## src/rtl/rac_pkg.sv

```systemverilog
package rac_pkg;

    localparam int ADDR_W  = 15;
    localparam int DATA_W  = 16;
    localparam int WORD_W  = 32;
    localparam int SEL_W   = 2;

    localparam int ST_LSB   = DATA_W;
    localparam int SYNC_BIT = 20;
    localparam int INIT_BIT = 21;
    localparam int OVR_BIT  = 22;
    localparam int EN_BIT   = 23;

    typedef enum logic [1:0] {
        ST_IDLE  = 2'd0,
        ST_REQ   = 2'd1,
        ST_WFDLE = 2'd2,
        ST_WFVLD = 2'd3
    } rac_state_e;

    typedef enum logic [SEL_W-1:0] {
        SEL_CMD    = 2'd0,
        SEL_VLDCLR = 2'd1,
        SEL_EN     = 2'd2,
        SEL_INIT   = 2'd3
    } rac_sel_e;

    typedef struct packed {
        logic              wr;
        logic [ADDR_W-1:0] addr;
        logic [DATA_W-1:0] data;
    } rac_cmd_t;

    typedef struct packed {
        logic       en;
        logic       ovr;
        logic       init;
        logic       sync;
        rac_state_e st;
        logic [DATA_W-1:0] rd;
    } rac_stat_t;

    function automatic rac_cmd_t unpack_cmd(input logic [WORD_W-1:0] w);
        rac_cmd_t c;
        c.wr   = w[WORD_W-1];
        c.addr = w[WORD_W-2 -: ADDR_W];
        c.data = w[DATA_W-1:0];
        return c;
    endfunction

    function automatic logic [WORD_W-1:0] pack_status(input rac_stat_t s);
        logic [WORD_W-1:0] w;
        w                   = '0;
        w[DATA_W-1:0]       = s.rd;
        w[ST_LSB +: 2]      = s.st;
        w[SYNC_BIT]         = s.sync;
        w[INIT_BIT]         = s.init;
        w[OVR_BIT]          = s.ovr;
        w[EN_BIT]           = s.en;
        return w;
    endfunction

endpackage

```

## src/rtl/rac_cmd.sv

```systemverilog
module rac_cmd
    import rac_pkg::*;
(
    input  logic                 clk,
    input  logic                 rst,
    input  logic                 sw_wr,
    input  logic [SEL_W-1:0]     sw_sel,
    input  logic [WORD_W-1:0]    sw_wdata,
    input  rac_state_e           state,
    output rac_cmd_t             cmd,
    output logic                 launch,
    output logic                 vld_clr,
    output logic                 en,
    output logic                 init_done,
    output logic                 overrun
);

    logic cmd_wr;
    logic busy;

    assign cmd_wr  = sw_wr && (rac_sel_e'(sw_sel) == SEL_CMD);
    assign busy    = (state != ST_IDLE);
    assign launch  = cmd_wr && en && !busy;
    assign vld_clr = sw_wr && (rac_sel_e'(sw_sel) == SEL_VLDCLR) && sw_wdata[0];

    always_ff @(posedge clk) begin
        if (rst) begin
            cmd       <= '0;
            en        <= 1'b0;
            init_done <= 1'b0;
            overrun   <= 1'b0;
        end else begin
            if (launch)
                cmd <= unpack_cmd(sw_wdata);
            if (cmd_wr && en && busy)
                overrun <= 1'b1;
            if (sw_wr && (rac_sel_e'(sw_sel) == SEL_EN))
                en <= sw_wdata[0];
            if (sw_wr && (rac_sel_e'(sw_sel) == SEL_INIT))
                init_done <= sw_wdata[0];
        end
    end

endmodule

```

## src/rtl/rac_fsm.sv

```systemverilog
module rac_fsm
    import rac_pkg::*;
(
    input  logic       clk,
    input  logic       rst,
    input  logic       launch,
    input  logic       is_write,
    input  logic       be_ack,
    input  logic       vld_clr,
    output rac_state_e state,
    output logic       capture
);

    rac_state_e nxt;

    assign capture = (state == ST_REQ) && be_ack && !is_write;

    always_comb begin
        nxt = state;
        unique case (state)
            ST_IDLE:  if (launch) nxt = ST_REQ;
            ST_REQ:   if (be_ack) nxt = is_write ? ST_IDLE : ST_WFDLE;
            ST_WFDLE: nxt = ST_WFVLD;
            ST_WFVLD: if (vld_clr) nxt = ST_IDLE;
            default:  nxt = ST_IDLE;
        endcase
    end

    always_ff @(posedge clk) begin
        if (rst) state <= ST_IDLE;
        else     state <= nxt;
    end

endmodule

```

## src/rtl/rac_stat.sv

```systemverilog
module rac_stat
    import rac_pkg::*;
(
    input  logic               clk,
    input  logic               rst,
    input  logic               capture,
    input  logic [DATA_W-1:0]  be_rdata,
    input  logic               vld_clr,
    input  rac_state_e         state,
    input  logic               sync_idle,
    input  logic               init_done,
    input  logic               overrun,
    input  logic               en,
    output logic [WORD_W-1:0]  status
);

    logic [DATA_W-1:0] hold;
    rac_stat_t         s;

    always_ff @(posedge clk) begin
        if (rst)
            hold <= '0;
        else if (capture)
            hold <= be_rdata;
        else if (vld_clr && state == ST_WFVLD)
            hold <= '0;
    end

    always_comb begin
        s.rd   = hold;
        s.st   = state;
        s.sync = sync_idle;
        s.init = init_done;
        s.ovr  = overrun;
        s.en   = en;
        status = pack_status(s);
    end

endmodule

```

## src/rtl/rac_chan.sv

```systemverilog
module rac_chan
    import rac_pkg::*;
(
    input  logic                clk,
    input  logic                rst,
    input  logic                sw_wr,
    input  logic [SEL_W-1:0]    sw_sel,
    input  logic [WORD_W-1:0]   sw_wdata,
    output logic [WORD_W-1:0]   status,
    input  logic                be_sync_idle,
    output logic                be_req,
    output logic                be_write,
    output logic [ADDR_W-1:0]   be_addr,
    output logic [DATA_W-1:0]   be_wdata,
    input  logic                be_ack,
    input  logic [DATA_W-1:0]   be_rdata
);

    rac_cmd_t   cmd;
    rac_state_e state;
    logic       launch, vld_clr, en, init_done, overrun, capture;

    rac_cmd u_cmd (
        .clk(clk), .rst(rst), .sw_wr(sw_wr), .sw_sel(sw_sel),
        .sw_wdata(sw_wdata), .state(state), .cmd(cmd), .launch(launch),
        .vld_clr(vld_clr), .en(en), .init_done(init_done), .overrun(overrun)
    );

    rac_fsm u_fsm (
        .clk(clk), .rst(rst), .launch(launch), .is_write(cmd.wr),
        .be_ack(be_ack), .vld_clr(vld_clr), .state(state), .capture(capture)
    );

    rac_stat u_stat (
        .clk(clk), .rst(rst), .capture(capture), .be_rdata(be_rdata),
        .vld_clr(vld_clr), .state(state), .sync_idle(be_sync_idle),
        .init_done(init_done), .overrun(overrun), .en(en), .status(status)
    );

    assign be_req   = (state == ST_REQ);
    assign be_write = cmd.wr;
    assign be_addr  = cmd.addr;
    assign be_wdata = cmd.data;

endmodule

```

## config.mk

```make
export PLATFORM = sky130hd
export DESIGN_NAME = rac_chan
export DESIGN_NICKNAME = d
export VERILOG_FILES = /design/src/rtl/rac_pkg.sv /design/src/rtl/rac_cmd.sv /design/src/rtl/rac_fsm.sv /design/src/rtl/rac_stat.sv /design/src/rtl/rac_chan.sv
export SDC_FILE = /design/constraint.sdc
export NUM_CORES = 1
export LEC_CHECK = 0
export CAP_MARGIN = 10
export CORE_UTILIZATION = 41
export CTS_CLUSTER_SIZE = 28
export DETAILED_ROUTE_END_ITERATION = 6
export PLACE_DENSITY = 0.92
export SLEW_MARGIN = 20
export SYNTH_ARGS = -nofsm -noshare
export SYNTH_HDL_FRONTEND = slang
export SYNTH_HIERARCHICAL = 1
export SYNTH_SLANG_ARGS = --single-unit
export TNS_END_PERCENT = 10
```

## constraint.sdc

```tcl
create_clock -name clk -period 2.2 [get_ports clk]
set_clock_uncertainty 0.1 [all_clocks]
set_input_delay 0.55 -clock clk [delete_from_list [all_inputs] [get_ports clk]]
set_output_delay 0.55 -clock clk [all_outputs]
set_load 0.02 [all_outputs]
```

After elaboration in Yosys (flattened, before gate mapping). Cells that the tools add are included.

Add/sub/neg operators: 0. Multiply operators: 0. Eq/ne operators: 9. Order comparisons: 0. Divide/modulo/power cells: 0. Reduce and logical (&&, ||, !) cells: 18. Bitwise gates (word level): 0. Shift operators: 0. Muxes and demuxes: 7.

Operators with widths (number): two-way mux 16 bit (2); logical AND 1 bit (11); equality test 2 bit (second input constant) (4); two-way mux 2 bit (4); case mux 2 bit (4 select lines) (1); equality test 2 x 1 -> 1 bit (second input constant) (2); zero test 2 bit (2); != test 2 x 1 -> 1 bit (second input constant) (2); nonzero test 2 bit (2); AND reduction 3 bit (1); zero test 1 bit (2); != test 2 bit (second input constant) (1).

Memory bits (writable): 0. Bits in latches: 0. Output and inout bits: 65. Flip-flop bits (word level): 53. Input port bits: 55. Logic and storage cells: 42. Memories: 0. Memory bits (read-only): 0.

Longest topological paths before layout. Gate-level depths: netlist (run 1).

Depth in word-level cells: 6. Depth in mapped cells: 7. Mapped depth without buffers: 4.

Cells and area by module. The synthesis (run 1) kept the hierarchy.

By module, submodules not included: rac_cmd (cells an instance 153, instances 1, sequential area each 700.7 sq um, area each 1592.8 sq um); rac_stat (cells an instance 72, instances 1, sequential area each 320.3 sq um, area each 792.0 sq um); rac_fsm (cells an instance 10, instances 1, sequential area each 40.0 sq um, area each 95.1 sq um); rac_chan (cells an instance 1, instances 1, sequential area each 0.0 sq um, area each 13.8 sq um).

Worst setup path after synthesis (run 1). Ideal clock, no wire load.

Kind: input to register. From: input sw_sel[1]. To: register u_fsm.state[0]. Stages on the path: 5. Slack: 0.534 ns. Data arrival time: 1.492 ns. Required time: 2.026 ns. Setup time: 0.074 ns. Path buffers: 1. Cells stage by stage: nand4bb_4 -> nor3_4 -> buf_6 -> nand2b_1 -> a31oi_2.

Cells in the longest elaborated chain, start to end: 6. Elaborated cells between the ends (all ways): 10. Those cells by class: 3 x eq/ne; 7 x reduce/logical.

RTL lines: start: declaration (line rac_chan.sv:7) `input logic [SEL_W-1:0] sw_sel,`; zero test 2 bit (line rac_cmd.sv:21) `assign cmd_wr = sw_wr && (rac_sel_e'(sw_sel) == SEL_CMD);`; logical AND 1 bit (line rac_cmd.sv:21); logical AND 1 bit (2 in series) (line rac_cmd.sv:23) `assign launch = cmd_wr && en && !busy;`; net launch (line rac_chan.sv:21) `logic launch, vld_clr, en, init_done, overrun, capture;`; != test 2 bit (no line); AND reduction 3 bit (no line); end signal: assignment (line rac_fsm.sv:31) `else state <= nxt;`; end: declaration (line rac_fsm.sv:10) `output rac_state_e state,`.

The timed path passes the listed nets, and every way through them passes these cells. A chain may end at the register's enable or synchronous reset.

==> impl_metrics.tcl, run 1 <==
set metrics [dict create \
    grt_pass1_wl_um 8480 \
    r2r_cells 6 \
    rsz0062_at_grt "false" \
    wl_per_cell_um 12.7 \
    synthFlopType "dfxtp_1" \
    dieArea_um2 6400 \
    power_density_nw_per_um2 473 \
    power.switching_uw 407 \
    max_stage_delay_ns 0.60 \
    rows 28 \
    cts_buffers 5 \
    overflow 0 \
    power_frac_comb_pct 11.6 \
    track_usage_pct 17.0 \
    clkTransAtPathRegs_ns 0.10 \
    crit_path_cell_trace "nor2b_4 > clkdlybuf4s50_1" \
    port-buffer-count 107 \
    n_antenna_cell 0 \
    cap_violations 0 \
    drive_gt1_share_pct 10.4 \
    cts.path.max_buffers 2 \
    yosys.area_share.simple_pct 26.5 \
    initial_core_util_pct 42.4 \
    hold_violations 0 \
    cp_max_fo 8 \
    synthMuxAreaShare_pct 20.1 \
    grt_pass1_vias 1900 \
    synthDistinctLibCells 25 \
    clk_latency_ns 0.30 \
    final_max_slew_viol_count 0 \
    whs_ns 0.375 \
    p_leak_nw 1.25 \
    syn_area_um2 2490 \
    seqPwrFrac_pct 55.9 \
    synth-xor-area-share_pct 0 \
    ant_nets 0 \
    fmax_mhz 485 \
    p_sw_share_pct 23.5 \
    holdCritPathClass "in -> reg" \
    fin_setup_tns_ns 0 \
    dr.first_iter.drc_count 37 \
    clock_power_share_pct 32.5 \
    fin_ws_ns 0.138 \
    clock_sinks 53 \
    core_um2 5890 \
    end_kind "output pin" \
    gp_congestion 0.684 \
    holdBufCountCts 0 \
    grt_max_degree 49 \
    cts_post_setup_buffers_inserted 0 \
    tritoncts "yes" \
    yosysWarnings 6 \
    routed_wl_um 5230 \
    yosysSeqAreaShare_pct 42.5 \
    startpoint_type "register" \
    final_cell_mix "106 x clkdlybuf4s50_1, 65 x nand2b_1, 52 x dfxtp_1, 50 x mux2i_1" \
    netlist_instances 236 \
    vdd_drop_max_mv 0.279 \
    outcome "completed" \
    fp.dieW_um 80.0 \
    async_reset_ff_share_pct 0 \
    io_pins 120 \
    synth_fa_ha_area_share_pct 0 \
    synth_edf_count 0 \
    die_y_um 80.0 \
    final_common_cell "clkdlybuf4s50_1" \
    synthToLayoutAreaGrowth_pct 46.6 \
    via_count 1877 \
    avgSynthCellArea_um2 10.6 \
    antenna_found_initial 0 \
    cts_resized 1 \
    crit_required_ns 1.55 \
    ys_ff_latch 53 \
    drc 0 \
    htree_levels 2 \
    critPathKind "reg -> out" \
    min_path_cells 2 \
    final_nets 390 \
    fin_crit_sh_pct 93.7 \
    setup_violations 0 \
    hpwlAfterDp_um 3950 \
    cp.arrival_ns 1.41 \
    synth_top_family_by_area "simple AND/OR/NAND/NOR gates" \
    viasPerCell 4.57 \
    firstDrtPassIters 4 \
    clock-root-buffer "clkbuf_8" \
    intPower_mw 1.32 \
    pre_cts_ws_ns 0.0586 \
    min_period_ns 2.06 \
    cpMaxStageDelayCell "clkdlybuf4s50_1" \
    synth_compound_area_share_pct 1.46 \
]
-- synth_stat cells (2+ instances only) --
cell type  count  area [um2]
nand3b_1       2        15.0
buf_4         16         120
buf_6          6        67.6
nor3_1         6        30.0
and4b_1        2        20.0
clkbuf_1       7        26.3
nor2_1         5        18.8
dfxtp_1       53        1060
nor3_2        10         100
nand2b_1      65         407
mux2i_1       50         500
-- area by class of cell --
class,count,area [um2]
Clock inverter,3,26.3
Clock buffer,5,68.8
Tap cell,75,93.8
Timing Repair Buffer,115,1160
Fill cell,484,2230
Multi-Input combinational cell,159,1240
Sequential cell,53,1060
Inverter,1,3.75
-- worst paths after layout --
check | start | to | slack, ns
worst max-delay path | register | be_req | 0.14
worst min-delay path | rst | u_cmd/init_done | 0.38
worst max register to register | u_fsm/state[0] | u_stat/hold[15] | 0.58
worst min register to register | u_cmd/cmd[7] | u_cmd/cmd[7] | 0.38
-- cells by family after synthesis --
family,after synthesis
multiplexers,50
AND/OR/NAND/NOR,95
other,1
flip-flops,53
buffers and inverters,33
AO/OA/AOI/OAI,4
-- layer usage --
metal  global-route usage [%]  wire, um  up-vias
li1                         -         -      951
met1                     18.5      2140      853
met2                     31.8      2730       69
met3                     4.91       313        4
met4                     4.29        48        0
met5                        0         0        -
-- power groups by stage --
stage	Combinational (mW)	Sequential [mW]	Clock, mW
final	0.200	0.967	0.562
after global routing	0.216	0.968	0.631
after detailed placement	0.201	0.989	0
after floorplan	0.0982	0.993	0
after CTS	0.202	0.967	0.585
after global placement	0.197	0.989	0
-- critical path, delay by kind of cell (launching register included) --
family                 cells  cell delay, ns
and+or+nand+nor            1            0.11
buffers and inverters      1            0.60
DFF                        1            0.40
-- state kept, by name (all words and copies together), names as in the netlist, named ones only --
signal,flops
u_fsm/state,1
u_cmd/en,1
u_cmd/cmd,32
u_cmd/overrun,1
u_cmd/init_done,1
u_stat/hold,16
-- through the flow --
step	total power, mW	cells	utilization (%)	instance area (um2)
detailed placement	1.19	403	60.5	3560
floorplan	1.09	245	-	2530
CTS	1.75	411	62.1	3660
global placement	1.19	403	60.5	3560
global route	1.82	411	62.1	3660
finish	1.73	411	62.1	3660
(Power assumes the default switching activity.)
==> inputs of run 2 (changes only) <==
--- a/config.mk
+++ b/config.mk
@@ -5,7 +5,6 @@
 export SDC_FILE = /design/constraint.sdc
 export NUM_CORES = 1
 export LEC_CHECK = 0
-export CAP_MARGIN = 10
 export CORE_UTILIZATION = 41
 export CTS_CLUSTER_SIZE = 28
 export DETAILED_ROUTE_END_ITERATION = 6
==> results of run 2 <==
Final layout, timing and power as in run 1 (identical DEF).
